**config.mk**
```make
export PLATFORM = sky130hd
export DESIGN_NAME = uart_frame_tx
export DESIGN_NICKNAME = d
export VERILOG_FILES = /design/src/rtl/uart_tx_pkg.sv /design/src/rtl/uart_tx_tick.sv /design/src/rtl/uart_tx_build.sv /design/src/rtl/uart_frame_tx.sv
export SDC_FILE = /design/constraint.sdc
export NUM_CORES = 1
export LEC_CHECK = 0
export ABC_CLOCK_PERIOD_IN_PS = 8070
export BUFFER_PORTS_ARGS = -buffer_cell sky130_fd_sc_hd__buf_4
export CORE_ASPECT_RATIO = 1.1
export CORE_UTILIZATION = 45
export CTS_BUF_LIST = sky130_fd_sc_hd__clkbuf_8
export DETAILED_ROUTE_END_ITERATION = 10
export PLACE_DENSITY = 0.7
export RECOVER_POWER = 25
export SYNTH_ARGS = -nofsm -noshare
export SYNTH_HDL_FRONTEND = slang
export SYNTH_SLANG_ARGS = --single-unit
```
**constraint.sdc**
```tcl
create_clock -name clk -period 8.07 [get_ports clk]
set_clock_uncertainty 0.15 [all_clocks]
set_input_delay 1.614 -clock clk [delete_from_list [all_inputs] [get_ports clk]]
set_output_delay 1.614 -clock clk [all_outputs]
set_load 0.005 [all_outputs]
```
**src/rtl/uart_tx_pkg.sv**
```systemverilog
package uart_tx_pkg;
  typedef enum logic [2:0] {
    ST_IDLE  = 3'd0,
    ST_START = 3'd1,
    ST_DATA  = 3'd2,
    ST_PAR   = 3'd3,
    ST_STOP  = 3'd4
  } tx_state_t;

  localparam logic [2:0] PAR_ODD   = 3'd1;
  localparam logic [2:0] PAR_EVEN  = 3'd2;
  localparam logic [2:0] PAR_MARK  = 3'd3;
  localparam logic [2:0] PAR_SPACE = 3'd4;

  // stop code 0..3 -> 1..4 half bits
  function automatic logic [2:0] stop_halves(input logic [1:0] code);
    return {1'b0, code} + 3'd1;
  endfunction
endpackage

```
**src/rtl/uart_tx_tick.sv**
```systemverilog
module uart_tx_tick #(
  parameter int CW = 16
) (
  input  logic          clk,
  input  logic          rst,
  input  logic          run,
  input  logic          clr,
  input  logic [CW-1:0] period,
  output logic          tick,
  output logic [CW-1:0] count
);
  assign tick = run && (count == period);

  always_ff @(posedge clk) begin
    if (rst) begin
      count <= '0;
    end else if (clr || !run || tick) begin
      count <= '0;
    end else begin
      count <= count + CW'(1);
    end
  end
endmodule

```
**src/rtl/uart_tx_build.sv**
```systemverilog
module uart_tx_build #(
  parameter int DATA_W  = 9,
  parameter int LEN_W   = 4,
  parameter int MIN_LEN = 5
) (
  input  logic [DATA_W-1:0] data,
  input  logic [LEN_W-1:0]  len_req,
  input  logic              msb_first,
  input  logic [2:0]        par_mode,
  output logic [DATA_W-1:0] ordered,
  output logic [LEN_W-1:0]  len_eff,
  output logic              has_par,
  output logic              par_bit
);
  import uart_tx_pkg::*;

  logic [DATA_W-1:0] mask;
  logic              ones_odd;

  always_comb begin
    if (len_req < LEN_W'(MIN_LEN))      len_eff = LEN_W'(MIN_LEN);
    else if (len_req > LEN_W'(DATA_W))  len_eff = LEN_W'(DATA_W);
    else                                len_eff = len_req;
  end

  always_comb begin
    for (int i = 0; i < DATA_W; i++) begin
      logic [LEN_W-1:0] j;
      j          = len_eff - LEN_W'(1) - LEN_W'(i);
      mask[i]    = (i < int'(len_eff));
      ordered[i] = 1'b0;
      if (i < int'(len_eff)) begin
        ordered[i] = msb_first ? data[j] : data[i];
      end
    end
  end

  assign ones_odd = ^(data & mask);

  always_comb begin
    has_par = 1'b1;
    par_bit = 1'b0;
    case (par_mode)
      PAR_ODD:   par_bit = ~ones_odd;
      PAR_EVEN:  par_bit = ones_odd;
      PAR_MARK:  par_bit = 1'b1;
      PAR_SPACE: par_bit = 1'b0;
      default:   has_par = 1'b0;
    endcase
  end
endmodule

```
**src/rtl/uart_frame_tx.sv**
```systemverilog
module uart_frame_tx #(
  parameter int DATA_W = 9,
  parameter int HALF_W = 16,
  parameter int LEN_W  = 4
) (
  input  logic              clk,
  input  logic              rst,
  input  logic              in_valid,
  output logic              in_ready,
  input  logic [DATA_W-1:0] in_data,
  input  logic [HALF_W-1:0] cfg_half,
  input  logic [LEN_W-1:0]  cfg_len,
  input  logic [2:0]        cfg_parity,
  input  logic [1:0]        cfg_stop,
  input  logic              cfg_msb_first,
  input  logic              cfg_inv_line,
  input  logic              cfg_inv_data,
  output logic              tx_out
);
  import uart_tx_pkg::*;

  localparam int HIDX_W = 3;

  tx_state_t          st, n_st;
  logic [HIDX_W-1:0]  hidx, n_hidx, last_half;
  logic [LEN_W-1:0]   bidx, n_bidx;
  logic [DATA_W-1:0]  shreg, n_sh;
  logic [HALF_W-1:0]  l_half, n_half;
  logic [LEN_W-1:0]   l_len, n_len;
  logic [HIDX_W-1:0]  l_stoph, n_stoph;
  logic               l_haspar, n_haspar, l_par, n_par;
  logic               l_invl, n_invl, l_invd, n_invd;
  logic               tx_q, n_lvl;

  logic               busy, tick, bit_end, accept, data_phase;
  logic [HALF_W-1:0]  half_cnt;

  logic [DATA_W-1:0]  b_ordered;
  logic [LEN_W-1:0]   b_len;
  logic               b_haspar, b_par;

  uart_tx_build #(.DATA_W(DATA_W), .LEN_W(LEN_W), .MIN_LEN(5)) u_build (
    .data(in_data), .len_req(cfg_len), .msb_first(cfg_msb_first),
    .par_mode(cfg_parity), .ordered(b_ordered), .len_eff(b_len),
    .has_par(b_haspar), .par_bit(b_par)
  );

  uart_tx_tick #(.CW(HALF_W)) u_tick (
    .clk(clk), .rst(rst), .run(busy), .clr(accept),
    .period(l_half), .tick(tick), .count(half_cnt)
  );

  assign busy       = (st != ST_IDLE);
  assign data_phase = (st == ST_DATA);
  assign last_half  = (st == ST_STOP) ? (l_stoph - HIDX_W'(1)) : HIDX_W'(1);
  assign bit_end    = tick && (hidx == last_half);
  assign in_ready   = !busy || ((st == ST_STOP) && bit_end);
  assign accept     = in_valid && in_ready;
  assign tx_out     = tx_q;

  always_comb begin
    n_st = st;  n_hidx = hidx;  n_bidx = bidx;  n_sh = shreg;
    n_half = l_half;  n_len = l_len;  n_stoph = l_stoph;
    n_haspar = l_haspar;  n_par = l_par;  n_invl = l_invl;  n_invd = l_invd;

    if (bit_end) begin
      n_hidx = '0;
      case (st)
        ST_START: begin
          n_st   = ST_DATA;
          n_bidx = '0;
        end
        ST_DATA: begin
          n_sh = shreg >> 1;
          if (bidx == l_len - LEN_W'(1)) n_st = l_haspar ? ST_PAR : ST_STOP;
          else                          n_bidx = bidx + LEN_W'(1);
        end
        ST_PAR:  n_st = ST_STOP;
        default: n_st = ST_IDLE;
      endcase
    end else if (tick) begin
      n_hidx = hidx + HIDX_W'(1);
    end

    if (accept) begin
      n_st     = ST_START;
      n_hidx   = '0;
      n_bidx   = '0;
      n_sh     = b_ordered;
      n_half   = cfg_half;
      n_len    = b_len;
      n_stoph  = stop_halves(cfg_stop);
      n_haspar = b_haspar;
      n_par    = b_par;
      n_invl   = cfg_inv_line;
      n_invd   = cfg_inv_data;
    end

    case (n_st)
      ST_START: n_lvl = n_invl;
      ST_DATA:  n_lvl = n_sh[0] ^ n_invd ^ n_invl;
      ST_PAR:   n_lvl = n_par ^ n_invd ^ n_invl;
      ST_STOP:  n_lvl = ~n_invl;
      default:  n_lvl = ~cfg_inv_line;
    endcase
  end

  always_ff @(posedge clk) begin
    if (rst) begin
      st <= ST_IDLE;  hidx <= '0;  bidx <= '0;  shreg <= '0;
      l_half <= '0;  l_len <= LEN_W'(5);  l_stoph <= HIDX_W'(2);
      l_haspar <= 1'b0;  l_par <= 1'b0;  l_invl <= 1'b0;  l_invd <= 1'b0;
      tx_q <= 1'b1;
    end else begin
      st <= n_st;  hidx <= n_hidx;  bidx <= n_bidx;  shreg <= n_sh;
      l_half <= n_half;  l_len <= n_len;  l_stoph <= n_stoph;
      l_haspar <= n_haspar;  l_par <= n_par;  l_invl <= n_invl;  l_invd <= n_invd;
      tx_q <= n_lvl;
    end
  end
endmodule

```
# Word level (Yosys, flattened, before mapping)
# Cells that the tools add are included.
[word_totals]
out_inout_bits = 2
word_cells = 147
input_bits = 40
reg_bits = 63
[op_classes]
eq_ne = 16
reduce_logical = 19
n_lt_le_gt_ge = 20
muxes = 55
add_sub_neg = 15
bitwise_logic = 8
[op_table]
columns = ["cell", "count"]
rows = [
  ["4-bit by 5-bit < comparator with 1-bit output, second input constant", 9],
  ["1-bit binary-select mux with 4-bit select", 9],
  ["1-bit two-way mux", 31],
  ["9-bit two-way mux", 3],
  ["3-bit by 2-bit == test with 1-bit output, second input constant", 6],
  ["16-bit by 1-bit adder with 16-bit output, second input constant", 1],
  ["16-bit == test", 1],
  ["3-bit by 4-bit < comparator with 1-bit output, first input constant", 4],
  ["4-bit by 3-bit subtractor with 4-bit output, second input constant", 4],
  ["3-bit two-way mux", 5],
  ["4-bit two-way mux", 3],
  ["4-bit by 1-bit subtractor with 4-bit output, second input constant", 3],
  ["9-bit AND", 1],
  ["3-bit by 1-bit == test with 1-bit output, second input constant", 3],
  ["3-bit == test, second input constant", 3],
  ["3-bit case mux with 3 select lines", 1],
  ["9-bit parity", 1],
  ["1-bit by 4-bit < comparator with 1-bit output, first input constant", 2],
  ["2-bit by 4-bit < comparator with 1-bit output, first input constant", 2],
  ["4-bit case mux with 2 select lines", 1],
  ["4-bit by 2-bit subtractor with 4-bit output, second input constant", 2],
  ["2-bit nonzero test", 3],
  ["4-bit by 1-bit adder with 4-bit output, second input constant", 1],
  ["4-bit == test", 1],
  ["other kinds (22)", 33],
]

# Logic depth before layout (Yosys ltp)
# Gate-level depths: netlist of run 1.
[logic_depth]
ltp_word = 13
mapped_depth = 16

# Cells and area by module
# From an unflattened synthesis of run 1, not the netlist that was laid out.
[unflattened]
cells_unflattened = 552
hier_area_um2 = 4337.9
[modules_own_cells]
columns = ["module", "n_inst", "cells_per_inst", "seq_area_each_um2", "area_per_inst_um2"]
rows = [
  ["uart_frame_tx", 1, 279, 940.9, 2289.7],
  ["uart_tx_build", 1, 172, 0.0, 1122.3],
  ["uart_tx_tick", 1, 101, 320.3, 925.9],
]

# Worst setup path before layout of run 1
# Ideal clock, no wire load.
[synth_path]
kind = "input to register"
startpoint = "in cfg_len[1]"
endpoint = "reg shreg[5]"
arrival_ns = 4.491
required_time_ns = 7.834
setup_time_ns = 0.086
setup_slack_ns = 3.343
stages = 14
path_cell_list = "buf_2 > or3b_4 > a21oi_4 > buf_2 > ha_1 > buf_2 > clkinv_1 > ha_1 > a211oi_1 > a21oi_1 > mux2_2 > a211oi_1 > nor2_1 > a211oi_1"
[synth_via]
elab_chain_cells = 10
[synth_lines]
columns = ["element", "line_no", "text"]
rows = [
  ["from (decl)", "uart_frame_tx.sv:12", "input logic [LEN_W-1:0] cfg_len,"],
  ["4-bit > comparator", "uart_tx_build.sv:22", "else if (len_req > LEN_W'(DATA_W)) len_eff = LEN_W'(DATA_W);"],
  ["4-bit two-way mux", "uart_tx_build.sv:22", ""],
  ["4-bit two-way mux *", "uart_tx_build.sv:21", "if (len_req < LEN_W'(MIN_LEN)) len_eff = LEN_W'(MIN_LEN);"],
  ["4-bit by 1-bit subtractor with 4-bit output", "uart_tx_build.sv:29", "j = len_eff - LEN_W'(1) - LEN_W'(i);"],
  ["4-bit by 3-bit subtractor with 4-bit output", "uart_tx_build.sv:29", ""],
  ["1-bit binary-select mux with 4-bit select", "uart_tx_build.sv:33", "ordered[i] = msb_first ? data[j] : data[i];"],
  ["1-bit two-way mux (implied by the code)", "uart_tx_build.sv:33", ""],
  ["1-bit two-way mux", "uart_tx_build.sv:33", ""],
  ["1-bit two-way mux *", "uart_tx_build.sv:32", "if (i < int'(len_eff)) begin"],
  ["9-bit two-way mux *", "uart_frame_tx.sv:85", "if (accept) begin"],
  ["to (signal assigned)", "uart_frame_tx.sv:115", "st <= n_st; hidx <= n_hidx; bidx <= n_bidx; shreg <= n_sh;"],
  ["to (decl)", "uart_frame_tx.sv:27", "logic [DATA_W-1:0] shreg, n_sh;"],
]
# Mark *: on every way between the ends. The rest lies on a longest branch, timed or not. The select of a mux whose other input is x is not followed.
# A chain may end at the register's enable or synchronous reset.

# Worst setup path after layout of run 1
[layout_path]
startpoint = "in cfg_len[3]"
endpoint = "reg shreg[3]"
[layout_via]
elab_chain_cells = 10
[layout_lines]
columns = ["element", "line_no"]
rows = [
  ["4-bit > comparator", "uart_tx_build.sv:22"],
  ["4-bit two-way mux", "uart_tx_build.sv:22"],
  ["4-bit two-way mux *", "uart_tx_build.sv:21"],
  ["4-bit by 1-bit subtractor with 4-bit output", "uart_tx_build.sv:29"],
  ["4-bit by 2-bit subtractor with 4-bit output", "uart_tx_build.sv:29"],
  ["1-bit binary-select mux with 4-bit select", "uart_tx_build.sv:33"],
  ["1-bit two-way mux (implied by the code)", "uart_tx_build.sv:33"],
  ["1-bit two-way mux", "uart_tx_build.sv:33"],
  ["1-bit two-way mux *", "uart_tx_build.sv:32"],
  ["9-bit two-way mux *", "uart_frame_tx.sv:85"],
]
# Marked as above.

==> flow_summary.ini, run 1 <==
[power_and_ir_drop]
p_leak_uw = 0.00175
power.density_mw_per_mm2 = 180
clkPwrFrac_pct = 40.0
power_switching_uw = 220
switching_share_pct = 26.8
peakVddDrop_uv = 90.2
pwr-share-comb_pct = 19.1
p_seq_share_pct = 40.9
p_int_uw = 601

[timing]
maxSlewViolCount = 45
tightestPinTransition_ns = 1.98
setup_ws_ns = 3.22
max_slew_margin_pct = -32.2
fin_crit_ns = 4.85
setup_tns_ns = 0
finalSetupViolCount = 0
fin_crit_sh_pct = 60.1
hold_viol_final = 0
rsz0062_at_grt = no
fmax_mhz = 206

[global_routing]
first_global_vias = 3265
grt_pass1_wl_um = 15600
overflow = 0
grt.total_usage_pct = 21.1
grt_max_degree = 45
antenna_found_initial = 0

[placed_design]
dp_hpwl_um = 6740
routabilityCongestion = 0.921
place_area_mm2 = 0.00434
place_ws_ns = 2.92
numPortBuffers = 41

[logic_synthesis]
yosys_most_used_dff = dfxtp_1
synth_fp_nets = 533
synthXorXnorAreaFrac_pct = 12.9
syn_area_mm2 = 0.00399
synth-compound-area-share_pct = 14.7
syn_avg_cell_area_um2 = 8.34
yosysWarningCount = 0
synth_top_family_by_area = simple AND/OR/NAND/NOR gates
synth-edff-count = 0
synth_cell_type_count = 59
synth_cells = 479
ys_seq_area_share_pct = 31.6
synthAdderAreaFrac_pct = 4.39
synthSimpleGateAreaFrac_pct = 22.7
async_flop_share_pct = 0
ys_ff_latch = 63
synth_mux_area_share_pct = 9.81

[clocking]
clockBufferDepth = 2
cts_made_buffers = 9
root_buffer = clkbuf_8
cts_resized = 0
cts.sinks = 63
post_cts_buffers = 0
cts_hold_buf = 0
cts_tree = yes
clk_pin_slew_ns = 0.07
insertion_delay_ns = 0.34
h-tree-depth = 3

[critical_path]
critPathKind = in -> reg
startpoint_type = input pin
crit_required_ns = 8.17
r2r_start = l_stoph[0]
crit_top_cell = ha_1
worstPathMaxFanout = 15
crit_arrival_ns = 4.94
critPathTopFamily = compound AO/OA/AOI/OAI gates
cp_cell_sequence = buf_4 > or3b_4 > a21oi_4 > ha_1 > xnor2_1 > inv_2 > ha_1 > nand4bb_1 > nand2_1 > a221oi_1 > a31oi_1 > o21ai_0 > a21oi_1 > a211oi_1
worst_path_largest_cell_delay_ns = 0.43
crit_path_end_kind = flop
startpoint = cfg_len[3]
cp.buffers_inverters = 2
slowest_stage = ha_1

[layout]
area_delta_synth_final_pct = 14.1
insertedDiodeCount = 0
fillers = 819
fin_area_mm2 = 0.00456
layout-drive-gt1-share_pct = 15.8
layout.nets = 562

[run_status]
violations = capacitance limit, slew limit
outcome = finished with violations

[detailed_routing]
drc = 0
routed_wl_um = 9250
via_count = 3435
drtIter0Drc = 137
routedWlPerCell_um = 14.8
ant_nets = 0
drt-vias-per-instance = 5.50
dr.pass1.iters = 5

[flow_run]
cap_violations = 1

[floorplanning]
rows = 35
ios = 42
die_h_um = 101
die_w_um = 91.8
core_mm2 = 0.00850
dieArea_mm2 = 0.00925
initial_core_util_pct = 47.0

[worst_hold_path]
min_from = l_half[15]
hold_class = reg -> reg
==> synthesized netlist by cell type, types with 4 or more instances <==
cell type  instances  area [um^2]
nand2_1           68          255
nor3_1             8         40.0
nand2b_1          11         68.8
mux4_2             8          180
and3_1             5         31.3
buf_2              8         40.0
xnor2_1           38          333
xor2_1            18          158
o31ai_1            4         30.0
nor2_1            50          188
mux2_2             5         56.3
mux2i_1           14          140
a311oi_1           4         35.0
o21ai_0            9         45.0
nand3_1           16         80.1
inv_1              9         33.8
nor2b_1            4         25.0
clkbuf_1          15         56.3
ha_1              14          175
a211oi_1          15          113
dfxtp_1           63         1260
nand4_1            7         43.8
a21oi_1           40          200
==> logic make-up after synthesis <==
| kind of cell | Yosys count |
|---|---|
| fa+ha+maj | 14 |
| compound gates | 91 |
| flops | 63 |
| simple gates | 190 |
| xor+xnor | 57 |
| buf+inv | 36 |
| mux | 28 |
==> placed cells by master (no fill, tap or decap), drive strengths merged, types with 2 or more instances in the layout <==
cell type	Yosys	final
bufinv	0	3
or2	2	2
nand3	16	16
clkinv	1	4
dfxtp	63	63
mux2	6	6
a21oi	42	42
mux4	8	8
o31ai	4	4
clkbuf	15	11
or3	3	3
xor2	18	18
mux2i	14	14
inv	11	12
ha	14	14
buf	9	40
a31oi	3	3
a211oi	15	15
nor2b	4	4
nor3	10	10
nand2b	11	11
xnor2	38	38
and3	5	5
o21ai	10	10
nand2	68	68
and2	2	2
nand4	8	8
nand3b	2	2
a221oi	2	2
nor2	51	51
nor3b	2	2
a311oi	4	4
==> power by group through the flow <==
stage	Clock (uW)	Sequential, uW	Combinational [uW]
5_1_grt	347	337	175
6_report	328	336	157
2_1_floorplan	0	340	114
3_5_place_dp	0	343	157
4_1_cts	333	335	158
3_3_place_gp	0	342	154
==> stage by stage <==
step	hold slack (ns)	cells	total power, uW	util [%]
after floorplan	0.282	479	453	-
after global placement	0.297	608	496	51.1
after detailed placement	0.311	608	499	51.1
after CTS	0.321	624	826	53.9
after global routing	0.340	624	859	53.6
final	0.319	624	820	53.6
==> routing by layer <==
metal	vias to the layer above	routed length (um)	track usage, %
met5	-	0	0
met2	77	4490	36.0
met1	1619	4290	27.3
met3	10	370	2.19
met4	0	102	9.25
li1	1729	-	-
==> flip-flops by register name (all words and copies together), names as in the netlist <==
signal        cells
bidx              4
hidx              3
l_half           16
l_haspar          1
l_invd            1
l_invl            1
l_len             4
l_par             1
l_stoph           3
shreg             9
st                3
tx_out            1
u_tick.count     16
==> worst min-delay path, delay by kind of cell (launching register included) <==
kind | cells | cell delay, ns
DFF | 1 | 0.32
AOI/OAI and AO/OA | 1 | 0.05
and+or+nand+nor | 1 | 0.05
==> layout make-up <==
type	instances	area [um^2]	share of cell area, %
Clock buffer	9	124	2.72
Sequential cell	63	1260	27.7
Clock inverter	7	113	2.47
Multi-Input combinational cell	380	2560	56.2
Timing Repair Buffer	42	312	6.84
Inverter	12	47.5	1.04
Tap cell	111	139	3.05
==> path summary, 6_finish.rpt <==
path                end  slack (ns)  cells past startpoint
max            shreg[3]        3.22                     14
min          l_half[15]        0.32                      2
max reg2reg      tx_out        3.83                     11
min reg2reg  l_half[15]        0.32                      2
No activity file was read; power rests on OpenSTA's default activity.
==> run 2, diff against run 1 <==
--- a/config.mk
+++ b/config.mk
@@ -5,13 +5,14 @@
 export SDC_FILE = /design/constraint.sdc
 export NUM_CORES = 1
 export LEC_CHECK = 0
-export ABC_CLOCK_PERIOD_IN_PS = 8070
+export ABC_AREA = 1
+export ABC_CLOCK_PERIOD_IN_PS = 4700
 export BUFFER_PORTS_ARGS = -buffer_cell sky130_fd_sc_hd__buf_4
 export CORE_ASPECT_RATIO = 1.1
 export CORE_UTILIZATION = 45
 export CTS_BUF_LIST = sky130_fd_sc_hd__clkbuf_8
 export DETAILED_ROUTE_END_ITERATION = 10
-export PLACE_DENSITY = 0.7
+export PLACE_DENSITY = 0.69
 export RECOVER_POWER = 25
 export SYNTH_ARGS = -nofsm -noshare
 export SYNTH_HDL_FRONTEND = slang
==> constraint.sdc (replaced) <==
create_clock -name clk -period 4.7 [get_ports clk]
set_clock_uncertainty 0.15 [all_clocks]
set_input_delay 0.94 -clock clk [delete_from_list [all_inputs] [get_ports clk]]
set_output_delay 0.94 -clock clk [all_outputs]
set_load 0.005 [all_outputs]
==> run 2 against run 1 <==
The flow now finishes without violations. Final area is 8.9% higher. Cell count grew 39%. Setup slack lost 2.5 ns. Largest power group is now the clock network.
==> flow_summary.ini, run 2 <==
[critical_path]
worstPathMaxFanout = 19
startpoint_type = flop
crit_arrival_ns = 4.10
ff2ff_path_depth = 14
r2r_start = st[0]
startpoint = st[0]
critPathKind = reg -> reg
crit_required_ns = 4.82
ff2ff_setup_slack_ns = 0.72
timing.rr.end = u_tick.count[12]
crit_path_end_kind = flop

[layout]
layout.nets = 798
final_cell_mix = nand2_1 (216), inv_1 (95), nor2_1 (69), dfxtp_1 (63), nand3_1 (54)
fillers = 974
regArea_mm2 = 0.00126
reg.largest.list = l_half (16), u_tick.count (16), shreg (9)
insertedDiodeCount = 0
area_delta_synth_final_pct = 14.2
final_common_cell = nand2_1
final_core_util_pct = 53.1
layout-drive-gt1-share_pct = 10.0
multi_input_area_mm2 = 0.00261

[placed_design]
dp_hpwl_um = 8860
numPortBuffers = 41
place_ws_ns = 0.463
routabilityCongestion = 0.923

[run_status]
outcome = finished clean

[floorplanning]
dieArea_mm2 = 0.0101
rows = 37
ios = 42
die_h_um = 105
core_mm2 = 0.00935
initial_core_util_pct = 46.5
die_w_um = 95.7

[worst_hold_path]
min_from = l_half[2]
min_to = l_half[2]
holdPathStages = 2
hold_class = reg -> reg

[clocking]
cts_resized = 0
insertion_delay_ns = 0.36
post_cts_buffers = 0
cts_made_buffers = 9
h-tree-depth = 3
clockBufferDepth = 2
cts.sinks = 63
cts_hold_buf = 0
cts_tree = yes
root_buffer = clkbuf_8
clk_pin_slew_ns = 0.08

[timing]
max_slew_margin_pct = 41.1
fmax_mhz = 251
setup_ws_ns = 0.715
fin_crit_sh_pct = 84.8
tightestPinTransition_ns = 0.877
rsz0062_at_grt = no
hold_viol_final = 0
finalSetupViolCount = 0
fin_crit_ns = 3.98
holdWs_ns = 0.321
setup_tns_ns = 0
maxSlewViolCount = 0

[logic_synthesis]
synth_top_area_cell = dfxtp_1
synth_fp_nets = 755
synth_cells = 701
synth_cell_type_count = 46
syn_area_mm2 = 0.00435
yosysWarningCount = 0
synth_most_common_cell = nand2_1
ys_seq_area_share_pct = 29.0
ys_top_cells_by_count = nand2_1 (214), inv_1 (93), nor2_1 (67), dfxtp_1 (63), nand3_1 (53)
syn_avg_cell_area_um2 = 6.20
yosys_most_used_dff = dfxtp_1
synthTopCellsByArea = dfxtp_1 (29%), nand2_1 (18%), inv_1 (8.0%)
synth_top_area_share_pct = 29.0
async_flop_share_pct = 0
synth-edff-count = 0
ys_ff_latch = 63

[detailed_routing]
routed_wl_um = 11600
dr.pass1.iters = 5
routedWlPerCell_um = 13.4
ant_nets = 0
drc = 0
via_count = 4544
drt-vias-per-instance = 5.25
drtIter0Drc = 226

[global_routing]
overflow = 0
first_global_vias = 4387
grt_max_degree = 21
antenna_found_initial = 0
grt_pass1_wl_um = 19600
grt.total_usage_pct = 24.9

[power_and_ir_drop]
peakVddDrop_uv = 192
p_leak_uw = 0.00239
power.density_mw_per_mm2 = 299

[flow_run]
cap_violations = 0
## run 2: worst max path at each step
stage / to / depth (start not counted) / slack (ns)
global route: tx_out / 18 / 0.22
detailed placement: shreg[5] / 16 / 0.46
global placement: shreg[3] / 15 / 0.62
finish: u_tick.count[12] / 14 / 0.72
floorplan: shreg[3] / 15 / 1.07
CTS: shreg[5] / 16 / 0.84
## run 2: metrics by stage
| stage | instance area (um^2) | total power, uW | instances |
|---|---|---|---|
| floorplan | 4350 | 799 | 701 |
| global placement | 4750 | 884 | 850 |
| detailed placement | 4750 | 890 | 850 |
| CTS | 5000 | 1500 | 866 |
| global route | 4960 | 1560 | 866 |
| finish | 4960 | 1490 | 866 |
## run 2: power breakdown
part           switching [uW]  total [uW]  internal, uW
Sequential               16.4         577           560
Clock                     246         606           360
Combinational             193         303           111
Total                     455        1490          1030
## run 2: final cells by class
cell class | count | share of cell area, %
multi-input cells | 526 | 52.5
flip-flops and latches | 63 | 25.4
inverters | 101 | 7.64
repair buffers | 43 | 6.50
well taps | 117 | 2.95
clock inverters | 7 | 2.52
clock buffers | 9 | 2.50
## run 2: logic make-up after synthesis
kind of cell / share of synthesized area (%)
AO/OA/AOI/OAI: 14.0
XOR/XNOR: 3.43
adder cells (fa/ha/maj): 4.03
buffers and inverters: 10.2
flip-flops: 29.0
multiplexers: 0.749
AND/OR/NAND/NOR: 38.6
## run 2: worst max-delay path, cell delays in order (launching register included)
cell,delay [ns]
dfxtp_1,0.35
nor2_1,0.48
nand2_2,0.19
nand3_1,0.13
nor2_1,0.05
nand3_1,0.15
nor2_4,0.07
nand2_1,0.22
nand2_1,0.19
nand3_1,0.53
buf_4,0.35
nand2_2,0.21
inv_2,0.21
nand3_2,0.33
nor3b_1,0.28
## run 2: routing by layer
| metal | GRT usage (%) | wire length (um) | up-vias |
|---|---|---|---|
| li1 | - | - | 2348 |
| met1 | 29.1 | 5110 | 2051 |
| met2 | 43.5 | 5700 | 114 |
| met3 | 4.80 | 468 | 31 |
| met4 | 10.3 | 350 | 0 |
| met5 | 0 | 0 | - |
